<file path="src/rtl/hdlc_tx_pkg.sv">
package hdlc_tx_pkg;

  localparam int          OCT_W     = 8;
  localparam int          FCS_W     = 16;
  localparam logic [7:0]  FLAG_PAT  = 8'h7E;
  localparam logic [7:0]  IDLE_PAT  = 8'hFF;
  localparam logic [15:0] CRC_POLY  = 16'h8408;
  localparam logic [15:0] CRC_INIT  = 16'hFFFF;

  // strobes from the sequencer to the octet assembler
  typedef struct packed {
    logic shift;        // one line bit presented this cycle
    logic bitVal;       // its value
    logic frameActive;  // a frame is in progress
    logic mode56;       // latched packing mode of the current frame
    logic stuffZone;    // bit belongs to the zero-insertion region
  } txStrobes_t;

  function automatic logic [15:0] crcByte(input logic [15:0] c, input logic [7:0] d);
    logic [15:0] r;
    r = c;
    for (int i = 0; i < 8; i++) begin
      if (r[0] ^ d[i]) r = (r >> 1) ^ CRC_POLY;
      else             r = r >> 1;
    end
    return r;
  endfunction

endpackage

</file>
<file path="src/rtl/hdlc_tx_ctrl.sv">
module hdlc_tx_ctrl
  import hdlc_tx_pkg::*;
#(
  parameter int RUN_LIMIT = 5
) (
  input  logic             clk,
  input  logic             rstN,
  input  logic             modeSel,
  input  logic [OCT_W-1:0] inData,
  input  logic             inValid,
  input  logic             inLast,
  output logic             inReady,
  input  logic             spaceOk,
  input  logic             aligned,
  output txStrobes_t       strb
);

  localparam int RUN_W = $clog2(RUN_LIMIT + 1);
  localparam int IDX_W = $clog2(FCS_W);
  localparam logic [IDX_W-1:0] OCT_LAST  = IDX_W'(OCT_W - 1);
  localparam logic [IDX_W-1:0] PACK_LAST = IDX_W'(OCT_W - 2);
  localparam logic [IDX_W-1:0] FCS_LAST  = IDX_W'(FCS_W - 1);
  localparam logic [RUN_W-1:0] RUN_MAX   = RUN_W'(RUN_LIMIT);

  typedef enum logic [2:0] {
    ST_IDLE, ST_OPEN, ST_LOAD, ST_DATA, ST_FCS, ST_CLOSE, ST_PAD, ST_EXTRA
  } txState_e;

  txState_e         state;
  logic [IDX_W-1:0] bitIdx;
  logic [OCT_W-1:0] curByte;
  logic             lastByte;
  logic [15:0]      crcAcc;
  logic [15:0]      fcsSh;
  logic [RUN_W-1:0] runCnt;
  logic             padded;
  logic             modeLat;

  logic stuffNow, bitOut, emit, inZone;
  logic [IDX_W-1:0] extraLast;

  assign inZone    = (state == ST_DATA) || (state == ST_FCS);
  assign stuffNow  = (runCnt == RUN_MAX) && (inZone || state == ST_CLOSE);
  assign extraLast = modeLat ? PACK_LAST : OCT_LAST;

  always_comb begin
    case (state)
      ST_OPEN:  bitOut = FLAG_PAT[bitIdx[2:0]];
      ST_DATA:  bitOut = curByte[bitIdx[2:0]];
      ST_FCS:   bitOut = fcsSh[bitIdx];
      ST_CLOSE: bitOut = FLAG_PAT[bitIdx[2:0]];
      default:  bitOut = 1'b1;
    endcase
    if (stuffNow) bitOut = 1'b0;
  end

  always_comb begin
    case (state)
      ST_OPEN, ST_DATA, ST_FCS, ST_CLOSE, ST_EXTRA: emit = spaceOk;
      ST_PAD:  emit = spaceOk && !aligned;
      default: emit = 1'b0;
    endcase
  end

  assign inReady          = (state == ST_LOAD);
  assign strb.shift       = emit;
  assign strb.bitVal      = bitOut;
  assign strb.frameActive = (state != ST_IDLE);
  assign strb.mode56      = modeLat;
  assign strb.stuffZone   = inZone || stuffNow;

  always_ff @(posedge clk) begin
    if (!rstN) begin
      state    <= ST_IDLE;
      bitIdx   <= '0;
      curByte  <= '0;
      lastByte <= 1'b0;
      crcAcc   <= CRC_INIT;
      fcsSh    <= '0;
      runCnt   <= '0;
      padded   <= 1'b0;
      modeLat  <= 1'b0;
    end else begin
      case (state)
        ST_IDLE: if (inValid) begin
          state   <= ST_OPEN;
          modeLat <= modeSel;
          bitIdx  <= '0;
          runCnt  <= '0;
          crcAcc  <= CRC_INIT;
          padded  <= 1'b0;
        end
        ST_OPEN: if (emit) begin
          if (bitIdx == OCT_LAST) begin
            state  <= ST_LOAD;
            bitIdx <= '0;
          end else bitIdx <= bitIdx + 1'b1;
        end
        ST_LOAD: if (inValid) begin
          curByte  <= inData;
          lastByte <= inLast;
          crcAcc   <= crcByte(crcAcc, inData);
          state    <= ST_DATA;
          bitIdx   <= '0;
        end
        ST_DATA: if (emit) begin
          if (stuffNow) runCnt <= '0;
          else begin
            runCnt <= bitOut ? runCnt + 1'b1 : '0;
            if (bitIdx == OCT_LAST) begin
              bitIdx <= '0;
              if (lastByte) begin
                state <= ST_FCS;
                fcsSh <= ~crcAcc;
              end else state <= ST_LOAD;
            end else bitIdx <= bitIdx + 1'b1;
          end
        end
        ST_FCS: if (emit) begin
          if (stuffNow) runCnt <= '0;
          else begin
            runCnt <= bitOut ? runCnt + 1'b1 : '0;
            if (bitIdx == FCS_LAST) begin
              bitIdx <= '0;
              state  <= ST_CLOSE;
            end else bitIdx <= bitIdx + 1'b1;
          end
        end
        ST_CLOSE: if (emit) begin
          runCnt <= '0;
          if (!stuffNow) begin
            if (bitIdx == OCT_LAST) begin
              bitIdx <= '0;
              state  <= ST_PAD;
            end else bitIdx <= bitIdx + 1'b1;
          end
        end
        ST_PAD: begin
          if (aligned) begin
            state  <= padded ? ST_EXTRA : ST_IDLE;
            bitIdx <= '0;
          end else if (emit) padded <= 1'b1;
        end
        ST_EXTRA: if (emit) begin
          if (bitIdx == extraLast) begin
            state  <= ST_IDLE;
            bitIdx <= '0;
          end else bitIdx <= bitIdx + 1'b1;
        end
        default: state <= ST_IDLE;
      endcase
    end
  end

endmodule

</file>
<file path="src/rtl/hdlc_tx_dpath.sv">
module hdlc_tx_dpath
  import hdlc_tx_pkg::*;
(
  input  logic             clk,
  input  logic             rstN,
  input  txStrobes_t       strb,
  input  logic             outReady,
  output logic [OCT_W-1:0] outData,
  output logic             outValid,
  output logic             spaceOk,
  output logic             aligned,
  output logic             octDone
);

  localparam int CNT_W = $clog2(OCT_W + 1);
  localparam logic [CNT_W-1:0] FULL_LAST = CNT_W'(OCT_W - 1);
  localparam logic [CNT_W-1:0] PACK_LAST = CNT_W'(OCT_W - 2);

  logic [CNT_W-1:0] fillCnt;
  logic [OCT_W-1:0] shReg;
  logic [OCT_W-1:0] nextSh;
  logic [OCT_W-1:0] octet;
  logic [CNT_W-1:0] lastSlot;
  logic             atLast;

  assign lastSlot = strb.mode56 ? PACK_LAST : FULL_LAST;
  assign atLast   = (fillCnt == lastSlot);
  assign spaceOk  = !atLast || !outValid || outReady;
  assign aligned  = (fillCnt == '0);
  assign octDone  = strb.shift && atLast;
  assign nextSh   = {strb.bitVal, shReg[OCT_W-1:1]};

  // 56k packing drops the oldest slot and forces the top bit high
  generate
    for (genvar k = 0; k < OCT_W; k++) begin : g_pack
      if (k == OCT_W - 1) begin : g_top
        assign octet[k] = strb.mode56 ? 1'b1 : nextSh[k];
      end else begin : g_low
        assign octet[k] = strb.mode56 ? nextSh[k+1] : nextSh[k];
      end
    end
  endgenerate

  always_ff @(posedge clk) begin
    if (!rstN) begin
      fillCnt  <= '0;
      shReg    <= '0;
      outData  <= IDLE_PAT;
      outValid <= 1'b1;
    end else begin
      if (strb.shift) begin
        shReg   <= nextSh;
        fillCnt <= atLast ? '0 : fillCnt + 1'b1;
      end
      if (octDone) begin
        outData  <= octet;
        outValid <= 1'b1;
      end else if (!outValid || outReady) begin
        if (!strb.frameActive) begin
          outData  <= IDLE_PAT;
          outValid <= 1'b1;
        end else begin
          outValid <= 1'b0;
        end
      end
    end
  end

endmodule

</file>
<file path="src/rtl/hdlc_tx_framer.sv">
module hdlc_tx_framer
  import hdlc_tx_pkg::*;
(
  input  logic       clk,
  input  logic       rstN,
  input  logic       mode56k,
  input  logic [7:0] inData,
  input  logic       inValid,
  input  logic       inLast,
  output logic       inReady,
  output logic [7:0] outData,
  output logic       outValid,
  input  logic       outReady
);

  txStrobes_t ctlStrb;
  logic       spaceOk;
  logic       aligned;
  logic       octDone;

  hdlc_tx_ctrl #(.RUN_LIMIT(5)) uCtrl (
    .clk     (clk),
    .rstN    (rstN),
    .modeSel (mode56k),
    .inData  (inData),
    .inValid (inValid),
    .inLast  (inLast),
    .inReady (inReady),
    .spaceOk (spaceOk),
    .aligned (aligned),
    .strb    (ctlStrb)
  );

  hdlc_tx_dpath uDpath (
    .clk      (clk),
    .rstN     (rstN),
    .strb     (ctlStrb),
    .outReady (outReady),
    .outData  (outData),
    .outValid (outValid),
    .spaceOk  (spaceOk),
    .aligned  (aligned),
    .octDone  (octDone)
  );

endmodule

</file>
<file path="config.mk">
export PLATFORM = sky130hd
export DESIGN_NAME = hdlc_tx_framer
export DESIGN_NICKNAME = d
export VERILOG_FILES = /design/src/rtl/hdlc_tx_pkg.sv /design/src/rtl/hdlc_tx_ctrl.sv /design/src/rtl/hdlc_tx_dpath.sv /design/src/rtl/hdlc_tx_framer.sv
export SDC_FILE = /design/constraint.sdc
export NUM_CORES = 1
export LEC_CHECK = 0
export BUFFER_PORTS_ARGS = -buffer_cell sky130_fd_sc_hd__buf_2
export CORE_UTILIZATION = 60
export DETAILED_ROUTE_END_ITERATION = 10
export PLACE_DENSITY = 0.83
export SLEW_MARGIN = 20
export SYNTH_ARGS = -nofsm -noshare
export SYNTH_HDL_FRONTEND = slang
export SYNTH_SLANG_ARGS = --single-unit
</file>
<file path="constraint.sdc">
create_clock -name clk -period 2.68 [get_ports clk]
set_input_delay 0.536 -clock clk [delete_from_list [all_inputs] [get_ports clk]]
set_output_delay 0.536 -clock clk [all_outputs]
set_load 0.05 [all_outputs]
</file>
==> reports/metrics.yaml, run 1 <==
logic_synthesis:
  yosysWarnings: 0
  yosysMostFrequentCell: "nand2_1"
  yosys_most_used_dff: "dfxtp_1"
  seq_area_frac_synth_pct: 40.2
  syn_avg_cell_area_sq_um: 8.81
  ys_types: 52
  ys_top_cells_by_count: "77 x nand2_1, 74 x dfxtp_1, 21 x xnor2_1, 20 x mux2i_1, 17 x clkbuf_1"
  synthArstFlopShare_pct: 0
  synth-seq-cells: 74
  yosysTopAreaCell: "dfxtp_1"
  synth.area.top_cells: "dfxtp_1 40%, nand2_1 7.8%, mux2i_1 5.4%"
  synth_top_area_share_pct: 40.2
  syn-num-nets: 437
  synth_edf_count: 0
  netlist_area_sq_mm: 0.00368
  netlist_instances: 418
clock_network:
  cts_resized: 0
  post_cts_buffers: 0
  ctsHoldBuffers: 0
  clk_path_buf_depth: 2
  htreeDepth: 3
  cts_made_buffers: 9
  cts_tree: "yes"
  clock-sinks: 74
  worstSkewPairLatency_ns: 0.35
  cts-root-buf: "clkbuf_8"
  path_clk_slew_ns: 0.08
cells_and_area:
  final_layout_size_suffix_gt1_share_pct: 13.7
  syn_to_final_growth_pct: 9.11
  diodes: 0
  fillCellCount: 457
  fin_cells: 512
  nNetsFinal: 452
setup_path:
  critical_path.max_fanout: 9
  crit_arrival_ns: 2.66
  critical_path_class: "flop to flop"
  start_kind: "flop"
  required_ns: 2.92
  worstSetupEndpointType: "flop"
power:
  p_per_area_mw_per_mm2: 640
  finalPower_w: 0.00257
  irDropWorstVdd_mv: 0.484
  p_leak_nw: 1.56
grt:
  grt.overflow.total: 0
  grtUsageTotal_pct: 28.0
  grt_pass1_wl_mm: 13.6
  antenna_found_initial: 0
  grt_max_degree: 29
  grt_pass1_vias: 2928
timing:
  rsz0062_at_grt: "false"
  min_period_ns: 2.42
  finClkSkew_ns: 0.00994
  hold_viol_final: 0
  setup_viol: 0
  relSlewSlack_pct: 63.5
  worst_pin_slew_ns: 0.543
  slew_viol_final: 0
  hold_ws_ns: 0.457
  fin_setup_tns_ns: 0
  setup_ws_ns: 0.258
  fmax_mhz: 413
  min_period_over_period_pct: 90.4
job:
  maxCapViolCount: 0
die:
  die_y_microns: 80.3
  initial_core_util_pct: 62.2
  die_w_microns: 80.3
  die-area_sq_mm: 0.00645
  coreArea_sq_mm: 0.00592
  io_pins: 24
  rows: 28
placed_design:
  dpl.hpwl_mm: 5.76
  place.gp.congestion: 0.865
  io_buffers: 23
  dp.cells: 497
  pre_cts_ws_ns: 0.336
route:
  via_per_inst: 6.05
  num_vias: 3098
  drc: 0
  ant_nets: 0
  routed_wl_mm: 8.33
  drt_first_pass_iters: 5
  drt-initial-drc-count: 371
  routedWlPerCell_microns: 16.3
status:
  status: "completed"
hold_path:
  hp-class: "primary input to flop"
-- path summary, 6_finish.rpt --
path	startpoint	endpoint	slack, ns	cells after the start
hold reg to reg	uCtrl.curByte[0]$_SDFFE_PN0P_	uCtrl.curByte[0]$_SDFFE_PN0P_	0.47	2
setup reg to reg	uDpath.fillCnt[0]$_SDFFE_PN0P_	uDpath.outData[6]$_SDFFE_PN1P_	0.26	8
hold / removal	inData[3]	uCtrl.curByte[3]$_SDFFE_PN0P_	0.46	3
setup / recovery	uDpath.fillCnt[0]$_SDFFE_PN0P_	uDpath.outData[6]$_SDFFE_PN1P_	0.26	8
-- power breakdown --
part | switching (W) | internal, W
logic | 0.000286 | 0.000202
clock network | 0.000409 | 0.000446
registers | 0.0000765 | 0.00115
-- layer usage --
layer	track usage [%]	vias to the layer above	routed length (microns)
met4	12.1	0	195
li1	-	1479	-
met1	37.7	1463	3780
met5	0	-	0
met3	5.23	25	542
met2	43.4	131	3820
-- cell usage in the layout, fill, tap and decap left out, types with 12 or more instances in the layout --
master,n
nand2_1,77
dfxtp_1,74
buf_2,23
xnor2_1,21
mux2i_1,20
nor2b_1,15
inv_1,14
nor2_1,13
a21boi_0,12
o22ai_1,12
-- cells by family (layout without fill, tap and decap cells) --
logic type | count (synthesis) | in the layout | share of synthesized area, %
AOI/OAI and AO/OA | 88 | 88 | 17.8
xor gates and xnor gates | 30 | 30 | 7.14
adders and majority gates | 5 | 5 | 1.70
buffers and inverters | 41 | 60 | 5.03
DFF | 74 | 74 | 40.2
muxes | 28 | 28 | 8.19
and+or+nand+nor | 152 | 152 | 19.9
-- cell type report --
| type | count | area (sq um) | share of cell area [%] |
|---|---|---|---|
| inverters | 14 | 52.6 | 1.31 |
| clock inverters | 5 | 55.1 | 1.37 |
| well taps | 75 | 93.8 | 2.34 |
| clock buffers | 10 | 138 | 3.43 |
| multi-input cells | 303 | 2020 | 50.3 |
| repair buffers | 31 | 175 | 4.36 |
| flip-flops and latches | 74 | 1480 | 36.9 |
-- sequential cells by signal (all words and copies together) (netlist names), named ones only --
signal / flops
uCtrl.lastByte: 1
uCtrl.fcsSh: 16
uDpath.outValid: 1
uCtrl.padded: 1
uCtrl.state: 3
uCtrl.modeLat: 1
uCtrl.bitIdx: 4
uDpath.fillCnt: 4
uDpath.shReg: 7
uCtrl.curByte: 8
uDpath.outData: 8
uCtrl.runCnt: 3
uCtrl.crcAcc: 16
-- critical path: stages (launching register included) --
cell	delay, ns
dfxtp_1	0.45
inv_1	0.07
ha_1	0.22
nand4bb_1	0.10
a21oi_1	0.14
or4_1	0.51
nand2b_1	0.36
a211oi_1	0.38
nor2_1	0.08
-- stage by stage --
| step | util [%] | area (sq um) |
|---|---|---|
| 4_1_cts | 67.9 | 4020 |
| 5_1_grt | 67.9 | 4020 |
| 6_report | 67.9 | 4020 |
| 2_1_floorplan | - | 3680 |
| 3_5_place_dp | 64.6 | 3820 |
| 3_3_place_gp | 64.6 | 3820 |
No activity file was read; power rests on OpenSTA's default activity.
==> inputs of run 2 (changes only) <==
--- a/config.mk
+++ b/config.mk
@@ -6,6 +6,7 @@
 export NUM_CORES = 1
 export LEC_CHECK = 0
 export BUFFER_PORTS_ARGS = -buffer_cell sky130_fd_sc_hd__buf_2
+export CORE_MARGIN = 2
 export CORE_UTILIZATION = 60
 export DETAILED_ROUTE_END_ITERATION = 10
 export PLACE_DENSITY = 0.83
==> run 2 against run 1 <==
Effect of this change: utilization down 0.36 points; cell area down 0.53%; critical endpoint is now uCtrl.fcsSh[1]$_SDFFE_PN0P_; total power down 2.6%; register-to-register slack better by 0.09 ns; die area up 5.0%; sequential cell count unchanged; largest cell class unchanged; via count down 2.3%; clock skew down 0.0035 ns; critical path type unchanged; global-route usage down 2.1 points; critical path depth down 1.
==> reports/metrics.yaml, run 2 (same netlist as run 1, synthesis figures left out) <==
cells_and_area:
  largestRegisters: "uCtrl.crcAcc (16), uCtrl.fcsSh (16)"
  nNetsFinal: 451  # -0.22%
  fillCellCount: 470  # +2.8%
  diodes: 0  # unchanged
  final_cell_mix: "77 x nand2_1, 74 x dfxtp_1, 23 x buf_2"
  final_area_sq_mm: 0.00400  # -0.53%
  multiInputGateArea_sq_mm: 0.00202  # unchanged
  syn_to_final_growth_pct: 8.53
  final_layout_size_suffix_gt1_share_pct: 13.5  # -0.23 points
  regArea_sq_mm: 0.00148  # unchanged
  mostFrequentLayoutCell: "nand2_1"
  fin_cells: 512  # unchanged
timing:
  fin_setup_tns_ns: 0  # unchanged
  relSlewSlack_pct: 54.2  # -9.3 points
  hold_ws_ns: 0.435  # -0.0224 ns
  setup_viol: 0  # unchanged
  rsz0062_at_grt: "false"
  hold_viol_final: 0  # unchanged
  min_period_ns: 2.34  # -0.0857 ns
  min_period_over_period_pct: 87.2  # -3.2 points
  fmax_mhz: 428  # +3.7%
  worst_pin_slew_ns: 0.688  # +0.145 ns
  finClkSkew_ns: 0.00645  # -0.00349 ns
  slew_viol_final: 0  # unchanged
grt:
  antenna_found_initial: 0  # unchanged
  use_met3_pct: 5.00  # -0.23 points
  grt.overflow.total: 0  # unchanged
  met1_usage_pct: 36.4  # -1.3 points
  busiest_layer: "met2"
  grt_use_met2_pct: 38.7  # -4.7 points
  grt_pass1_wl_mm: 13.2  # -3.0%
  grtUsageTotal_pct: 25.9  # -2.1 points
  grt_pass1_vias: 2699  # -7.8%
  grt_max_degree: 40  # +38%
power:
  p_per_area_mw_per_mm2: 626  # -2.0%
  p_leak_nw: 1.54  # -0.80%
  finalPower_w: 0.00250  # -2.6%
  irDropWorstVdd_mv: 0.415  # -14%
placed_design:
  place.gp.congestion: 0.879  # +1.6%
  io_buffers: 23  # unchanged
  postPlaceCellArea_sq_mm: 0.00382  # -0.20%
  dp.cells: 496  # -0.20%
  dpl.hpwl_mm: 5.69  # -1.3%
clock_network:
  clk_path_buf_depth: 2  # unchanged
  cts_made_buffers: 9  # unchanged
  worstSkewPairLatency_ns: 0.35  # about the same
  post_cts_buffers: 0  # unchanged
  clock-sinks: 74  # unchanged
  cts_tree: "yes"
  path_clk_slew_ns: 0.08  # about the same
  htreeDepth: 3  # unchanged
  ctsHoldBuffers: 0  # unchanged
  cts-root-buf: "clkbuf_8"
  cts_resized: 0  # unchanged
hold_path:
  hp-class: "primary input to flop"
  hold_path_depth: 3  # unchanged
die:
  io_pins: 24  # unchanged
  die_y_microns: 82.3  # +2.5%
  rows: 28  # unchanged
  initial_core_util_pct: 62.2  # unchanged
  coreArea_sq_mm: 0.00592  # unchanged
  die_w_microns: 82.3  # +2.5%
  die-area_sq_mm: 0.00678  # +5.0%
setup_path:
  critical_path_class: "flop to flop"
  reg2regPathDepth: 7  # -1
  start_kind: "flop"
  worstSetupEndpointType: "flop"
  critical_path.max_fanout: 28  # +19
  required_ns: 2.98  # +0.06 ns
  crit_arrival_ns: 2.64  # -0.02 ns
route:
  num_vias: 3028  # -2.3%
  drt_first_pass_iters: 5  # unchanged
  via_per_inst: 5.91  # -2.3%
  drc: 0  # unchanged
  routedWlPerCell_microns: 15.9  # -2.4%
  ant_nets: 0  # unchanged
  routed_wl_mm: 8.13  # -2.4%
  drt-initial-drc-count: 194  # -48%
status:
  status: "completed"
job:
  maxCapViolCount: 0  # unchanged
run 2: worst max-delay path, stage by stage, from the launching register on:
cell and delay [ns]:
dfxtp_1 0.60, ha_1 0.28, and3_1 0.20, nand2_1 0.07, nor4b_2 0.25, buf_4 0.34
mux2i_1 0.35, and2_1 0.18
run 2: final cells by class:
type / instances / share of cell area (%)
Multi-Input combinational cell: 303 / 50.6
Sequential cell: 74 / 37.1
Timing Repair Buffer: 30 / 4.20
Tap cell: 75 / 2.35
Clock inverter: 5 / 0.939
Inverter: 14 / 1.31
Clock buffer: 11 / 3.54
run 2: path summary, 6_finish.rpt:
kind / start / end / slack (ns)
setup reg to reg: uCtrl.bitIdx[1]$_SDFFE_PN0N_ / uCtrl.fcsSh[1]$_SDFFE_PN0P_ / 0.34
setup / recovery: uCtrl.bitIdx[1]$_SDFFE_PN0N_ / uCtrl.fcsSh[1]$_SDFFE_PN0P_ / 0.34
hold / removal: inLast / uCtrl.lastByte$_SDFFE_PN0P_ / 0.43
hold reg to reg: uCtrl.curByte[3]$_SDFFE_PN0P_ / uCtrl.curByte[3]$_SDFFE_PN0P_ / 0.48
run 2: report_power, final:
part / total (W) / switching [W] / leakage [nW] / internal [W]
logic: 0.000482 / 0.000283 / 0.859 / 0.000199
clock network: 0.000795 / 0.000429 / 0.0863 / 0.000366
registers: 0.00123 / 0.0000768 / 0.600 / 0.00115
run 2: layer usage:
layer	wire [microns]	vias to the layer above
li1	-	1475
met1	3830	1451
met2	3750	91
met3	414	11
met4	134	0
met5	0	-
run 2: through the flow:
stage	worst slack (ns)	utilization (%)
3_5_place_dp	0.416	64.5
2_1_floorplan	0.654	-
3_3_place_gp	0.436	64.5
6_report	0.344	67.5
5_1_grt	0.156	67.5
4_1_cts	0.381	67.5
